===== src/rtl/zcnt_pkg.sv =====
package zcnt_pkg;
  typedef enum logic {
    DIR_TRAIL = 1'b0,
    DIR_LEAD  = 1'b1
  } zdir_e;

  typedef struct packed {
    logic vld;
    logic half;
    logic zero;
  } zctl_s;
endpackage


===== src/rtl/zcnt_prep.sv =====
module zcnt_prep #(
  parameter int DATA_W = 64
) (
  input  logic [DATA_W-1:0] data_i,
  input  logic              lead_i,
  input  logic              half_i,
  output logic [DATA_W-1:0] prep_o
);
  import zcnt_pkg::*;
  localparam int HALF_W = DATA_W / 2;

  logic [DATA_W-1:0] rev_full;
  logic [DATA_W-1:0] rev_half;
  logic [DATA_W-1:0] low_only;
  zdir_e             dir;

  assign dir = zdir_e'(lead_i);

  for (genvar i = 0; i < DATA_W; i++) begin : g_rev_full
    assign rev_full[i] = data_i[DATA_W-1-i];
  end

  for (genvar i = 0; i < HALF_W; i++) begin : g_rev_half
    assign rev_half[i] = data_i[HALF_W-1-i];
  end
  assign rev_half[DATA_W-1:HALF_W] = '0;

  assign low_only = {{HALF_W{1'b0}}, data_i[HALF_W-1:0]};

  always_comb begin
    unique case ({half_i, dir == DIR_LEAD})
      2'b00:   prep_o = data_i;
      2'b01:   prep_o = rev_full;
      2'b10:   prep_o = low_only;
      default: prep_o = rev_half;
    endcase
  end
endmodule


===== src/rtl/zcnt_isolate.sv =====
module zcnt_isolate #(
  parameter int DATA_W = 64
) (
  input  logic               clk_i,
  input  logic               rst_ni,
  input  logic               vld_i,
  input  logic               half_i,
  input  logic [DATA_W-1:0]  x_i,
  output logic [DATA_W-1:0]  onehot_o,
  output zcnt_pkg::zctl_s    ctl_o
);
  localparam logic [DATA_W-1:0] ONE = DATA_W'(1);

  logic [DATA_W-1:0] neg_x;
  logic [DATA_W-1:0] lowest;

  assign neg_x  = ~x_i + ONE;
  assign lowest = x_i & neg_x;

  always_ff @(posedge clk_i or negedge rst_ni) begin
    if (!rst_ni) begin
      onehot_o <= '0;
      ctl_o    <= '0;
    end else begin
      onehot_o   <= lowest;
      ctl_o.vld  <= vld_i;
      ctl_o.half <= half_i;
      ctl_o.zero <= ~|x_i;
    end
  end
endmodule


===== src/rtl/zcnt_encode.sv =====
module zcnt_encode #(
  parameter int DATA_W = 64,
  parameter int IDX_W  = $clog2(DATA_W),
  parameter int CNT_W  = IDX_W + 1
) (
  input  logic              clk_i,
  input  logic              rst_ni,
  input  logic [DATA_W-1:0] onehot_i,
  input  zcnt_pkg::zctl_s   ctl_i,
  output logic              vld_o,
  output logic [CNT_W-1:0]  cnt_o
);
  localparam int HALF_W = DATA_W / 2;

  function automatic logic [DATA_W-1:0] bit_mask(input int k);
    logic [DATA_W-1:0] m;
    for (int j = 0; j < DATA_W; j++) m[j] = ((j >> k) & 1) != 0;
    return m;
  endfunction

  logic [IDX_W-1:0] idx;
  logic [CNT_W-1:0] cnt_d;

  // one OR tree per index bit
  for (genvar k = 0; k < IDX_W; k++) begin : g_or_tree
    localparam logic [DATA_W-1:0] MASK = bit_mask(k);
    assign idx[k] = |(onehot_i & MASK);
  end

  always_comb begin
    if (ctl_i.zero) cnt_d = ctl_i.half ? CNT_W'(HALF_W) : CNT_W'(DATA_W);
    else            cnt_d = {1'b0, idx};
  end

  always_ff @(posedge clk_i or negedge rst_ni) begin
    if (!rst_ni) begin
      vld_o <= 1'b0;
      cnt_o <= '0;
    end else begin
      vld_o <= ctl_i.vld;
      if (ctl_i.vld) cnt_o <= cnt_d;
    end
  end
endmodule


===== src/rtl/zcnt_unit.sv =====
module zcnt_unit #(
  parameter int DATA_W = 64,
  parameter int CNT_W  = $clog2(DATA_W) + 1
) (
  input  logic              clk_i,
  input  logic              rst_ni,
  input  logic              start_i,
  input  logic [DATA_W-1:0] operand_i,
  input  logic              lead_i,
  input  logic              width32_i,
  output logic              valid_o,
  output logic [CNT_W-1:0]  count_o
);
  localparam int IDX_W = CNT_W - 1;

  logic [DATA_W-1:0] prep;
  logic [DATA_W-1:0] onehot_q;
  zcnt_pkg::zctl_s   ctl_q;

  zcnt_prep #(.DATA_W(DATA_W)) u_prep (
    .data_i (operand_i),
    .lead_i (lead_i),
    .half_i (width32_i),
    .prep_o (prep)
  );

  zcnt_isolate #(.DATA_W(DATA_W)) u_iso (
    .clk_i    (clk_i),
    .rst_ni   (rst_ni),
    .vld_i    (start_i),
    .half_i   (width32_i),
    .x_i      (prep),
    .onehot_o (onehot_q),
    .ctl_o    (ctl_q)
  );

  zcnt_encode #(.DATA_W(DATA_W), .IDX_W(IDX_W), .CNT_W(CNT_W)) u_enc (
    .clk_i    (clk_i),
    .rst_ni   (rst_ni),
    .onehot_i (onehot_q),
    .ctl_i    (ctl_q),
    .vld_o    (valid_o),
    .cnt_o    (count_o)
  );
endmodule


===== config.mk =====
export PLATFORM = sky130hd
export DESIGN_NAME = zcnt_unit
export DESIGN_NICKNAME = d
export VERILOG_FILES = /design/src/rtl/zcnt_pkg.sv /design/src/rtl/zcnt_prep.sv /design/src/rtl/zcnt_isolate.sv /design/src/rtl/zcnt_encode.sv /design/src/rtl/zcnt_unit.sv
export SDC_FILE = /design/constraint.sdc
export NUM_CORES = 1
export LEC_CHECK = 0
export BUFFER_PORTS_ARGS = -buffer_cell sky130_fd_sc_hd__clkbuf_2
export CAP_MARGIN = 0
export CORE_MARGIN = 4
export CORE_UTILIZATION = 60
export CTS_BUF_LIST = sky130_fd_sc_hd__clkbuf_2
export CTS_CLUSTER_SIZE = 25
export DETAILED_ROUTE_END_ITERATION = 8
export PLACE_DENSITY = 0.84
export SLEW_MARGIN = 20
export SYNTH_ARGS = -nofsm -noshare
export SYNTH_HDL_FRONTEND = slang
export SYNTH_SLANG_ARGS = --single-unit

===== constraint.sdc =====
create_clock -name clk_i -period 2.4 [get_ports clk_i]
set_input_delay 0.24 -clock clk_i [delete_from_list [all_inputs] [get_ports clk_i]]
set_output_delay 0.24 -clock clk_i [all_outputs]
set_load 0.05 [all_outputs]

==> results of run 1 <==
[worst paths after layout]
kind	from	to	slack [ns]	cells after the start
max in group asynchronous	rst_ni	u_iso.onehot_o[46]$_DFF_PN0_	1.44	3
max reg2reg	u_iso.onehot_o[59]$_DFF_PN0_	u_enc.cnt_o[5]$_DFFE_PN0P_	0.43	5
min in group asynchronous	rst_ni	u_iso.onehot_o[28]$_DFF_PN0_	0.23	2
min	operand_i[32]	u_iso.onehot_o[34]$_DFF_PN0_	0.08	4
max	width32_i	u_iso.onehot_o[56]$_DFF_PN0_	0.10	8
min reg2reg	u_enc.cnt_o[1]$_DFFE_PN0P_	u_enc.cnt_o[1]$_DFFE_PN0P_	0.54	1
[power by group through the flow]
stage	combinational [W]	sequential (W)	clock, W
detailed placement	0.000709	0.00129	0
CTS	0.000714	0.00127	0.000643
finish	0.000729	0.00127	0.000639
floorplan	0.000328	0.00132	0
global route	0.000784	0.00127	0.000710
global placement	0.000689	0.00129	0
[flip-flops by register name (all words and copies together), names as in the netlist]
signal          count
u_iso.onehot_o     63
u_enc.cnt_o         7
u_iso.ctl_o         3
u_enc.vld_o         1
[through the flow]
| stage | instances | cell area (um^2) | hold WS (ns) | util [%] | setup slack [ns] |
|---|---|---|---|---|---|
| 3_5_place_dp | 755 | 5909 | 0.2361 | 76.87 | -0.3461 |
| 5_1_grt | 773 | 6050 | 0.009846 | 78.69 | 0.04039 |
| 2_1_floorplan | 501 | 4746 | -0.05559 | - | 0.04335 |
| 3_3_place_gp | 755 | 5909 | 0.2222 | 76.87 | -0.2330 |
| 4_1_cts | 773 | 6037 | 0.03634 | 78.53 | 0.1551 |
| 6_report | 773 | 6050 | 0.07576 | 78.69 | 0.1011 |
[timing repair]
item | 4_1_cts | 5_1_grt
endpoints found under the setup margin | 0 | 1
resized for setup | 0 | 2
endpoints found under the hold margin | 23 | 0
hold buffers | 2 | 0
[routing by layer]
| layer | track usage [%] | vias up | routed length [um] |
|---|---|---|---|
| met2 | 50.42 | 317 | 6861 |
| met4 | 11.45 | 0 | 534 |
| met3 | 4.398 | 50 | 1195 |
| met1 | 45.72 | 2278 | 6398 |
| met5 | 0 | - | 0 |
| li1 | - | 2239 | - |
[kinds of logic (layout without fill, tap and decap cells)]
family	after synthesis	in the layout	synth area share (%)
AOI/OAI and AO/OA	43	43	6.357
buffers and inverters	34	204	3.825
DFF	74	74	39.04
muxes	87	87	19.41
and+or+nand+nor	263	263	31.36
[critical path: stages]
cell	delay, ns
clkbuf_2	0.20
buf_4	0.17
mux2i_1	0.20
a21oi_1	0.13
or4_1	0.51
or3_4	0.43
or3b_4	0.43
nor4_1	0.36
[final cells by class]
class	count	area share (%)
multi-input cells	393	45.01
flip-flops and latches	74	30.61
repair buffers	181	20.06
well taps	102	2.110
clock inverters	6	0.9514
clock buffers	10	0.8273
inverters	7	0.4343
[synth_stat cells (2+ instances only)]
cell type | instances | area share, %
o32ai_1 | 3 | 0.55
nor4_1 | 51 | 6.7
nor2_1 | 67 | 5.3
nor4b_1 | 6 | 1.1
o21ai_0 | 3 | 0.32
o32a_1 | 3 | 0.63
inv_1 | 7 | 0.55
nand3b_1 | 2 | 0.32
mux2_2 | 29 | 6.9
or2_2 | 10 | 1.3
or3_1 | 8 | 1.1
clkbuf_1 | 6 | 0.47
nand4_1 | 12 | 1.6
a31oi_1 | 3 | 0.40
a21oi_1 | 8 | 0.84
mux2i_1 | 55 | 12
buf_2 | 16 | 1.7
nand2b_1 | 5 | 0.66
nor3_1 | 27 | 2.8
o211ai_1 | 2 | 0.32
nand3_1 | 11 | 1.2
nor2b_1 | 3 | 0.40
o22ai_1 | 11 | 1.5
nor4_2 | 2 | 0.53
nor3b_1 | 7 | 1.1
or4_1 | 12 | 1.9
nand2_1 | 26 | 2.1
dfrtp_1 | 74 | 39
mux2_4 | 2 | 0.63
a211oi_1 | 3 | 0.47
buf_6 | 4 | 0.95
==> results.py, run 1 <==
metrics = {
    "logic_synthesis": {
        "synthesis.area_um2": 4743,
        "yosysWarnings": 0,
        "seq_area_frac_synth_pct": 39.04,
        "synthArstFlopShare_pct": 100.0,
        "synth_cell_types": 54,
        "ys_seq_elements": 74,
        "ys.flop_type": "dfrtp_1",
        "synthCells": 501,
        "synth_edf_count": 0,
        "synth_area_per_cell_um2": 9.468,
        "syn-num-nets": 570,
    },
    "final_layout": {
        "nFillCells": 555,
        "n_antenna_cell": 0,
        "drive_gt1_share_pct": 37.26,
        "final_cell_mix": "101 x buf_4, 84 x clkbuf_2, 74 x dfrtp_1, 67 x nor2_1, 55 x mux2i_1",
        "layout_commonest_cell": "buf_4",
        "multi_input_area_um2": 2723,
        "seq_area_um2": 1852,
        "nets": 735,
        "area_delta_synth_final_pct": 27.54,
    },
    "timing": {
        "clock_skew_ns": 0.01689,
        "post-route-period-util_pct": 95.79,
        "post-route-min-period_ns": 2.299,
        "setup_viol": 0,
        "drv_slew": 0,
        "clock.fmax_mhz": 435.0,
        "hold_viol_final": 0,
        "rsz0062_at_grt": "false",
        "worstMarginPinSlew_ns": 0.6646,
        "setup-tns-final_ns": 0,
        "slew_headroom_pct": 55.23,
    },
    "run": {
        "max-cap-violations": 0,
    },
    "placement": {
        "dp_hpwl_mm": 12.30,
        "place_congestion": 1.011,
        "portBuffers": 76,
    },
    "power": {
        "combPwrFrac_pct": 27.6,
        "p_total_w": 0.002639,
        "power_frac_clock_pct": 24.2,
        "pwr_density_cell_nw_per_um2": 436.2,
        "switching_share_pct": 30.47,
        "power.leakage_nw": 2.902,
        "vdd_drop_max_mv": 0.2600,
        "p_seq_share_pct": 48.2,
        "p_switching_w": 0.0008040,
        "p_int_w": 0.001835,
    },
    "cts": {
        "clockBufferDepth": 2,
        "cts_setup_buffers": 0,
        "numClockSinks": 74,
        "clock_latency_ns": 0.49,
        "htreeDepth": 3,
        "cts_tree": "built",
        "numCtsBuffers": 9,
        "cts-root-buf": "clkbuf_2",
        "clkSlewWorstSetupHoldPaths_ns": 0.17,
    },
    "global_route": {
        "grt_first_pass_wirelength_mm": 24.28,
        "grt_max_degree": 28,
        "grt-ovfl-total": 0,
        "track_usage_pct": 32.12,
        "grt_pass1_vias": 4718,
        "antenna_found_initial": 0,
    },
    "critical_path": {
        "cp-start-kind": "input port",
        "critical_path_class": "in2reg",
        "worstPathArrival_ns": 2.66,
        "critPathMaxFanout": 5,
        "crit_path_end_kind": "register",
        "cp.required_ns": 2.76,
    },
    "drt": {
        "firstDrtPassIters": 7,
        "drtIter0Drc": 530,
        "vias": 4884,
        "totalWireLength_mm": 14.99,
        "drc": 0,
        "ant_nets": 0,
        "routed_via_density": 6.318,
        "wl_per_cell_um": 19.39,
    },
    "worst_hold_path": {
        "hold_class": "in2reg",
    },
    "floorplan": {
        "die_h_um": 96.91,
        "initial_core_util_pct": 61.70,
        "die_area_um2": 9392,
        "row_count": 32,
        "core_um2": 7687,
        "io_pins": 77,
        "die_w_um": 96.91,
    },
    "status": {
        "outcome": "complete, no violations",
    },
}
(Power assumes the default switching activity.)
==> run 2, diff against run 1 <==
--- a/config.mk
+++ b/config.mk
@@ -6,13 +6,13 @@
 export NUM_CORES = 1
 export LEC_CHECK = 0
 export BUFFER_PORTS_ARGS = -buffer_cell sky130_fd_sc_hd__clkbuf_2
-export CAP_MARGIN = 0
+export CAP_MARGIN = 15
 export CORE_MARGIN = 4
-export CORE_UTILIZATION = 60
+export CORE_UTILIZATION = 53
 export CTS_BUF_LIST = sky130_fd_sc_hd__clkbuf_2
 export CTS_CLUSTER_SIZE = 25
 export DETAILED_ROUTE_END_ITERATION = 8
-export PLACE_DENSITY = 0.84
+export PLACE_DENSITY = 0.79
 export SLEW_MARGIN = 20
 export SYNTH_ARGS = -nofsm -noshare
 export SYNTH_HDL_FRONTEND = slang
==> constraint.sdc (replaced) <==
create_clock -name clk_i -period 2.04 [get_ports clk_i]
set_input_delay 0.204 -clock clk_i [delete_from_list [all_inputs] [get_ports clk_i]]
set_output_delay 0.204 -clock clk_i [all_outputs]
set_load 0.05 [all_outputs]
==> run 2 against run 1 <==
Effect of this change: the run now ends with setup timing left; largest power group unchanged; count of clock-buffer cells in the layout up 2; first-iteration DRC count increased by 21%; utilization up 0.16 points; register-to-register slack got worse by 0.33 ns; clock skew grew 0.0050 ns; worst hold slack better by 0.0062 ns.
==> results.py, run 2 (synthesis results as in run 1) <==
metrics = {
    "timing": {
        "setup-tns-final_ns": -2.761,
        "hold_viol_final": 0,
        "worstMarginPinSlew_ns": 0.5999,
        "post-route-min-period_ns": 2.260,
        "fin_ws_ns": -0.2198,
        "post-route-period-util_pct": 110.8,
        "clock_skew_ns": 0.02188,
        "setup_viol": 32,
        "slew_headroom_pct": 59.59,
        "drv_slew": 0,
        "clock.fmax_mhz": 442.5,
    },
    "cts": {
        "clockBufferDepth": 2,
        "numClockSinks": 74,
        "numCtsBuffers": 9,
        "clkSlewWorstSetupHoldPaths_ns": 0.17,
        "cts-root-buf": "clkbuf_2",
        "htreeDepth": 3,
        "cts_tree": "built",
        "clock_latency_ns": 0.48,
    },
    "final_layout": {
        "top_regs": "u_iso.onehot_o: 63 flops, u_enc.cnt_o: 7 flops, u_iso.ctl_o: 3 flops",
        "nFillCells": 509,
        "n_antenna_cell": 0,
        "layout_commonest_cell": "buf_4",
        "nets": 803,
        "final_cell_mix": "163 x buf_4, 85 x clkbuf_2, 74 x dfrtp_1, 66 x nor2_1, 41 x mux2i_1",
        "final_util_pct": 78.85,
        "largest_reg_flops": 63,
        "drive_gt1_share_pct": 48.58,
        "top_register": "u_iso.onehot_o",
        "area_delta_synth_final_pct": 44.98,
    },
    "drt": {
        "ant_nets": 0,
        "totalWireLength_mm": 18.71,
        "drc": 0,
        "wl_per_cell_um": 22.09,
        "drtIter0Drc": 642,
        "firstDrtPassIters": 6,
        "routed_via_density": 6.566,
        "vias": 5561,
    },
    "critical_path": {
        "worst-path-buf-inv": 4,
        "critPathMaxFanout": 11,
        "slowest_stage": "nor4_4",
        "path_common_cell": "buf_4",
        "worstPathArrival_ns": 2.61,
        "slowest_delay_ns": 0.45,
        "critical_path_class": "in2reg",
        "cp-start-kind": "input port",
        "path_delay_family": "simple AND/OR/NAND/NOR gates",
        "crit_chain": "buf_6 > buf_12 > buf_4 > mux2_2 > mux2i_2 > nand3_2 > nor4_4 > buf_4 > nand2_2 > nor4_1",
        "cp.required_ns": 2.39,
        "crit_path_end_kind": "register",
    },
    "power": {
        "power.leakage_nw": 3.294,
        "p_switching_w": 0.001030,
        "combPwrFrac_pct": 32.0,
        "p_int_w": 0.002281,
        "p_seq_share_pct": 45.1,
        "vdd_drop_max_mv": 0.2555,
        "pwr_density_cell_nw_per_um2": 481.6,
        "power_frac_clock_pct": 22.9,
        "switching_share_pct": 31.11,
    },
    "placement": {
        "place_congestion": 1.023,
        "dp_hpwl_mm": 12.89,
        "portBuffers": 76,
        "dpl_worst_slack_ns": -0.6455,
    },
    "run": {
        "max-cap-violations": 0,
    },
    "floorplan": {
        "io_pins": 77,
        "die_area_um2": 10530,
        "initial_core_util_pct": 54.39,
        "die_h_um": 102.6,
        "row_count": 34,
        "core_um2": 8721,
        "die_w_um": 102.6,
    },
    "global_route": {
        "grt-ovfl-total": 0,
        "gr-max-usage-layer": "met2",
        "grt_max_degree": 75,
        "antenna_found_initial": 0,
        "grt_pass1_vias": 5076,
        "grt_first_pass_wirelength_mm": 25.25,
        "track_usage_pct": 30.90,
        "use_met1_pct": 42.03,
        "globalRouteMet3Util_pct": 4.736,
        "grtUsageMet2_pct": 50.50,
    },
    "status": {
        "violations": "setup timing",
        "outcome": "finished, violations left",
    },
    "worst_hold_path": {
        "hold_class": "in2reg",
    },
}
## run 2: cell types whose count changed in the layout (fill, tap and decap cells not counted), sizes merged
cell,delta
clkbuf,+3
buf,+66
clkinvlp,-2
dlygate4sd3,+1
## run 2: what timing repair did
| item | CTS | global route |
|---|---|---|
| hold endpoints to repair | 77 | 0 |
| setup buffers | 3 | 8 |
| resized for setup | 8 | 26 |
| hold buffers | 3 | 0 |
| pin swaps | 1 | 3 |
| cloned | 0 | 2 |
| endpoints found under the setup margin | 10 | 42 |
## run 2: worst reg2reg max path: stages, from the launching register on
cell,delay (ns)
dfrtp_1,0.45
nor4_1,0.51
nand4_1,0.25
nor4_1,0.30
a21oi_1,0.06
mux2_2,0.27
## run 2: final timing paths
check	from	end	slack [ns]	depth (start not counted)
setup / recovery	width32_i	u_iso.onehot_o[57]$_DFF_PN0_	-0.22	10
hold / removal	width32_i	u_iso.ctl_o[1]$_DFF_PN0_	0.08	2
setup reg to reg	u_iso.onehot_o[59]$_DFF_PN0_	u_enc.cnt_o[5]$_DFFE_PN0P_	0.10	5
hold reg to reg	u_enc.cnt_o[3]$_DFFE_PN0P_	u_enc.cnt_o[3]$_DFFE_PN0P_	0.53	1
max in group asynchronous	rst_ni	u_enc.cnt_o[1]$_DFFE_PN0P_	1.49	3
min in group asynchronous	rst_ni	u_iso.ctl_o[2]$_DFF_PN0_	0.25	3
## run 2: power by group through the flow
stage	Combinational (W)	Clock, W	Sequential, W
finish	0.00106	0.000758	0.00149
global route	0.00111	0.000830	0.00150
CTS	0.000960	0.000771	0.00149
detailed placement	0.000947	0	0.00152
global placement	0.000915	0	0.00152
floorplan	0.000426	0	0.00155
## run 2: area by class of cell
class	count	area [um^2]	share of cell area (%)
well taps	108	135.1	1.965
inverters	7	26.28	0.3821
multi-input cells	393	2978	43.30
clock inverters	4	42.54	0.6186
repair buffers	249	1783	25.93
flip-flops and latches	74	1852	26.93
clock buffers	12	60.06	0.8734
## run 2: layer usage
layer / vias to the layer above / wire length [um]
met5: - / 0
met4: 0 / 969
met3: 117 / 1992
met2: 462 / 8698
met1: 2605 / 7045
li1: 2377 / -
## run 2: per-stage QoR
stage,instance area [um^2],total power [W],instances,hold WS [ns]
2_1_floorplan,4940,0.001975,501,-0.09159
3_3_place_gp,6446,0.002435,815,0.2502
3_5_place_dp,6446,0.002469,815,0.2572
4_1_cts,6643,0.003227,837,0.03043
5_1_grt,6877,0.003439,847,0.02331
6_report,6877,0.003312,847,0.08200
==> run 3, diff against run 2 <==
--- a/config.mk
+++ b/config.mk
@@ -5,6 +5,7 @@
 export SDC_FILE = /design/constraint.sdc
 export NUM_CORES = 1
 export LEC_CHECK = 0
+export ABC_CLOCK_PERIOD_IN_PS = 2040
 export BUFFER_PORTS_ARGS = -buffer_cell sky130_fd_sc_hd__clkbuf_2
 export CAP_MARGIN = 15
 export CORE_MARGIN = 4
@@ -12,6 +13,7 @@
 export CTS_BUF_LIST = sky130_fd_sc_hd__clkbuf_2
 export CTS_CLUSTER_SIZE = 25
 export DETAILED_ROUTE_END_ITERATION = 8
+export MAX_ROUTING_LAYER = met4
 export PLACE_DENSITY = 0.79
 export SLEW_MARGIN = 20
 export SYNTH_ARGS = -nofsm -noshare
==> run 3 against run 2 <==
Effect of this change: the flow still finishes with violations (setup timing); sequential power about the same; final area grew 1.8%; critical path type unchanged; flip-flop and latch count is the same; wire length is 3.8% higher; count of clock-buffer cells in the layout fell by 3; clock power grew 4.6%; final cell count rose by 0.47%.
==> results.py, run 3 (synthesis results as in run 1) <==
metrics = {
    "final_layout": {
        "drive_gt1_share_pct": 49.87,
        "instances_no_fill": 851,
        "final_area_um2": 7000,
        "nets": 806,
        "final_cell_mix": "167 x buf_4, 82 x clkbuf_2, 74 x dfrtp_1, 66 x nor2_1, 43 x mux2i_1",
        "largest_reg_flops": 63,
        "top_regs": "u_iso.onehot_o: 63 flops, u_enc.cnt_o: 7 flops, u_iso.ctl_o: 3 flops",
        "layout_commonest_cell": "buf_4",
        "top_register": "u_iso.onehot_o",
        "area_delta_synth_final_pct": 47.59,
    },
    "critical_path": {
        "reg2reg_slack_ns": 0.11,
        "cp-start-kind": "input port",
        "crit_path_end_kind": "register",
        "critPathMaxFanout": 9,
        "cp.required_ns": 2.42,
        "r2r_start": "u_iso.onehot_o[59]$_DFF_PN0_",
        "worstPathArrival_ns": 2.61,
        "reg2reg_to": "u_enc.cnt_o[5]$_DFFE_PN0P_",
        "critical_path_class": "in2reg",
        "rr_worst_depth": 5,
    },
    "cts": {
        "htreeDepth": 3,
        "cts_tree": "built",
        "numCtsBuffers": 9,
        "clockBufferDepth": 2,
        "cts-root-buf": "clkbuf_2",
        "clock_latency_ns": 0.51,
        "clkSlewWorstSetupHoldPaths_ns": 0.19,
        "numClockSinks": 74,
    },
    "timing": {
        "post-route-min-period_ns": 2.232,
        "slew_headroom_pct": 52.29,
        "hold_viol_final": 0,
        "setup_viol": 25,
        "hold_slack_ns": 0.04798,
        "fin_ws_ns": -0.1917,
        "clock.fmax_mhz": 448.1,
        "worstMarginPinSlew_ns": 0.7081,
        "clock_skew_ns": 0.01730,
        "post-route-period-util_pct": 109.4,
        "drv_slew": 0,
    },
    "floorplan": {
        "core_um2": 8721,
        "initial_core_util_pct": 54.39,
        "die_w_um": 102.6,
        "die_area_um2": 10530,
        "io_pins": 77,
        "die_h_um": 102.6,
        "row_count": 34,
    },
    "worst_hold_path": {
        "hold_end": "u_iso.ctl_o[1]$_DFF_PN0_",
        "min-delay-start": "width32_i",
        "hold_class": "in2reg",
        "holdPathStages": 2,
    },
    "power": {
        "pwr_density_cell_nw_per_um2": 482.3,
        "p_total_w": 0.003376,
        "vdd_drop_max_mv": 0.2648,
        "power.leakage_nw": 3.346,
    },
    "placement": {
        "portBuffers": 76,
        "place_area_um2": 6469,
        "place_congestion": 1.092,
        "dpl_worst_slack_ns": -0.7055,
        "dp_cells": 818,
        "dp_hpwl_mm": 13.13,
    },
    "drt": {
        "routed_via_density": 6.771,
        "firstDrtPassIters": 6,
        "ant_nets": 0,
        "drc": 0,
        "wl_per_cell_um": 22.82,
        "drtIter0Drc": 873,
        "totalWireLength_mm": 19.42,
        "vias": 5762,
    },
    "status": {
        "violations": "setup timing",
        "outcome": "finished, violations left",
    },
    "global_route": {
        "track_usage_pct": 32.81,
        "grt-ovfl-total": 0,
        "antenna_found_initial": 1,
        "grt_pass1_vias": 5161,
        "grt_first_pass_wirelength_mm": 25.90,
        "grt_max_degree": 75,
    },
    "run": {
        "max-cap-violations": 0,
    },
}
## run 3: changes by cell type in the layout (fill, tap and decap cells not counted), moves of 3 or more
cell	change
buf_4	+4
nor4_1	-3
a21oi_2	+3
nor3_1	-3
a21oi_1	-3
mux2i_2	-5
mux2i_4	+3
clkinvlp_4	+3
clkbuf_2	-3
## run 3: per-stage QoR
stage	setup TNS [ns]	util [%]
after global placement	-23.84	74.18
after CTS	0	76.30
final	-2.086	80.27
after detailed placement	-27.98	74.18
after floorplan	-3.387	-
after global routing	-1.189	80.27
## run 3: area by class of cell
| cell class | instances | area [um^2] |
|---|---|---|
| antenna | 1 | 2.502 |
| clock buffer | 9 | 45.04 |
| clock inverter | 7 | 68.82 |
| fill | 457 | 1720 |
| inverter | 7 | 26.28 |
| multi-input combinational | 394 | 3089 |
| sequential | 74 | 1852 |
| tap | 108 | 135.1 |
| timing repair buffer | 251 | 1782 |
## run 3: layer usage
| layer | vias up | part of all wire (%) | global-route usage (%) |
|---|---|---|---|
| met5 | - | 0 | - |
| met4 | 0 | 7.5 | 13.72 |
| li1 | 2389 | - | - |
| met1 | 2665 | 36 | 42.65 |
| met3 | 178 | 11 | 4.195 |
| met2 | 530 | 45 | 51.94 |
## run 3: power by group
group	internal, W	leakage (nW)	total (W)	switching (W)
Sequential	0.00148	1.02	0.00149	0.00000988
Combinational	0.000516	2.26	0.00109	0.000573
Clock	0.000277	0.0596	0.000793	0.000515
## run 3: repair_timing
| action | 4_1_cts | 5_1_grt |
|---|---|---|
| buffers inserted | 0 | 10 |
| pin swaps | 0 | 7 |
| gates resized for setup | 8 | 41 |
| hold buffers | 3 | 0 |
| endpoints found under the hold margin | 77 | 0 |
| cloned | 0 | 3 |
| endpoints found under the setup margin | 13 | 41 |
## run 3: worst max path at each step
| stage | start | endpoint | slack (ns) |
|---|---|---|---|
| global placement | width32_i | u_iso.ctl_o[0]$_DFF_PN0_ | -0.58 |
| detailed placement | width32_i | u_iso.onehot_o[29]$_DFF_PN0_ | -0.71 |
| global route | lead_i | u_iso.onehot_o[43]$_DFF_PN0_ | -0.13 |
| CTS | width32_i | u_iso.onehot_o[47]$_DFF_PN0_ | 0.03 |
| floorplan | width32_i | u_iso.onehot_o[48]$_DFF_PN0_ | -0.17 |
| finish | width32_i | u_iso.onehot_o[50]$_DFF_PN0_ | -0.19 |
## run 3: critical path, cell delays in order
cell	delay, ns
buf_6	0.14
clkbuf_16	0.19
mux2_2	0.34
mux2i_1	0.36
nand2_1	0.26
nor4_4	0.23
buf_4	0.19
nand4_2	0.28
nor4_1	0.41
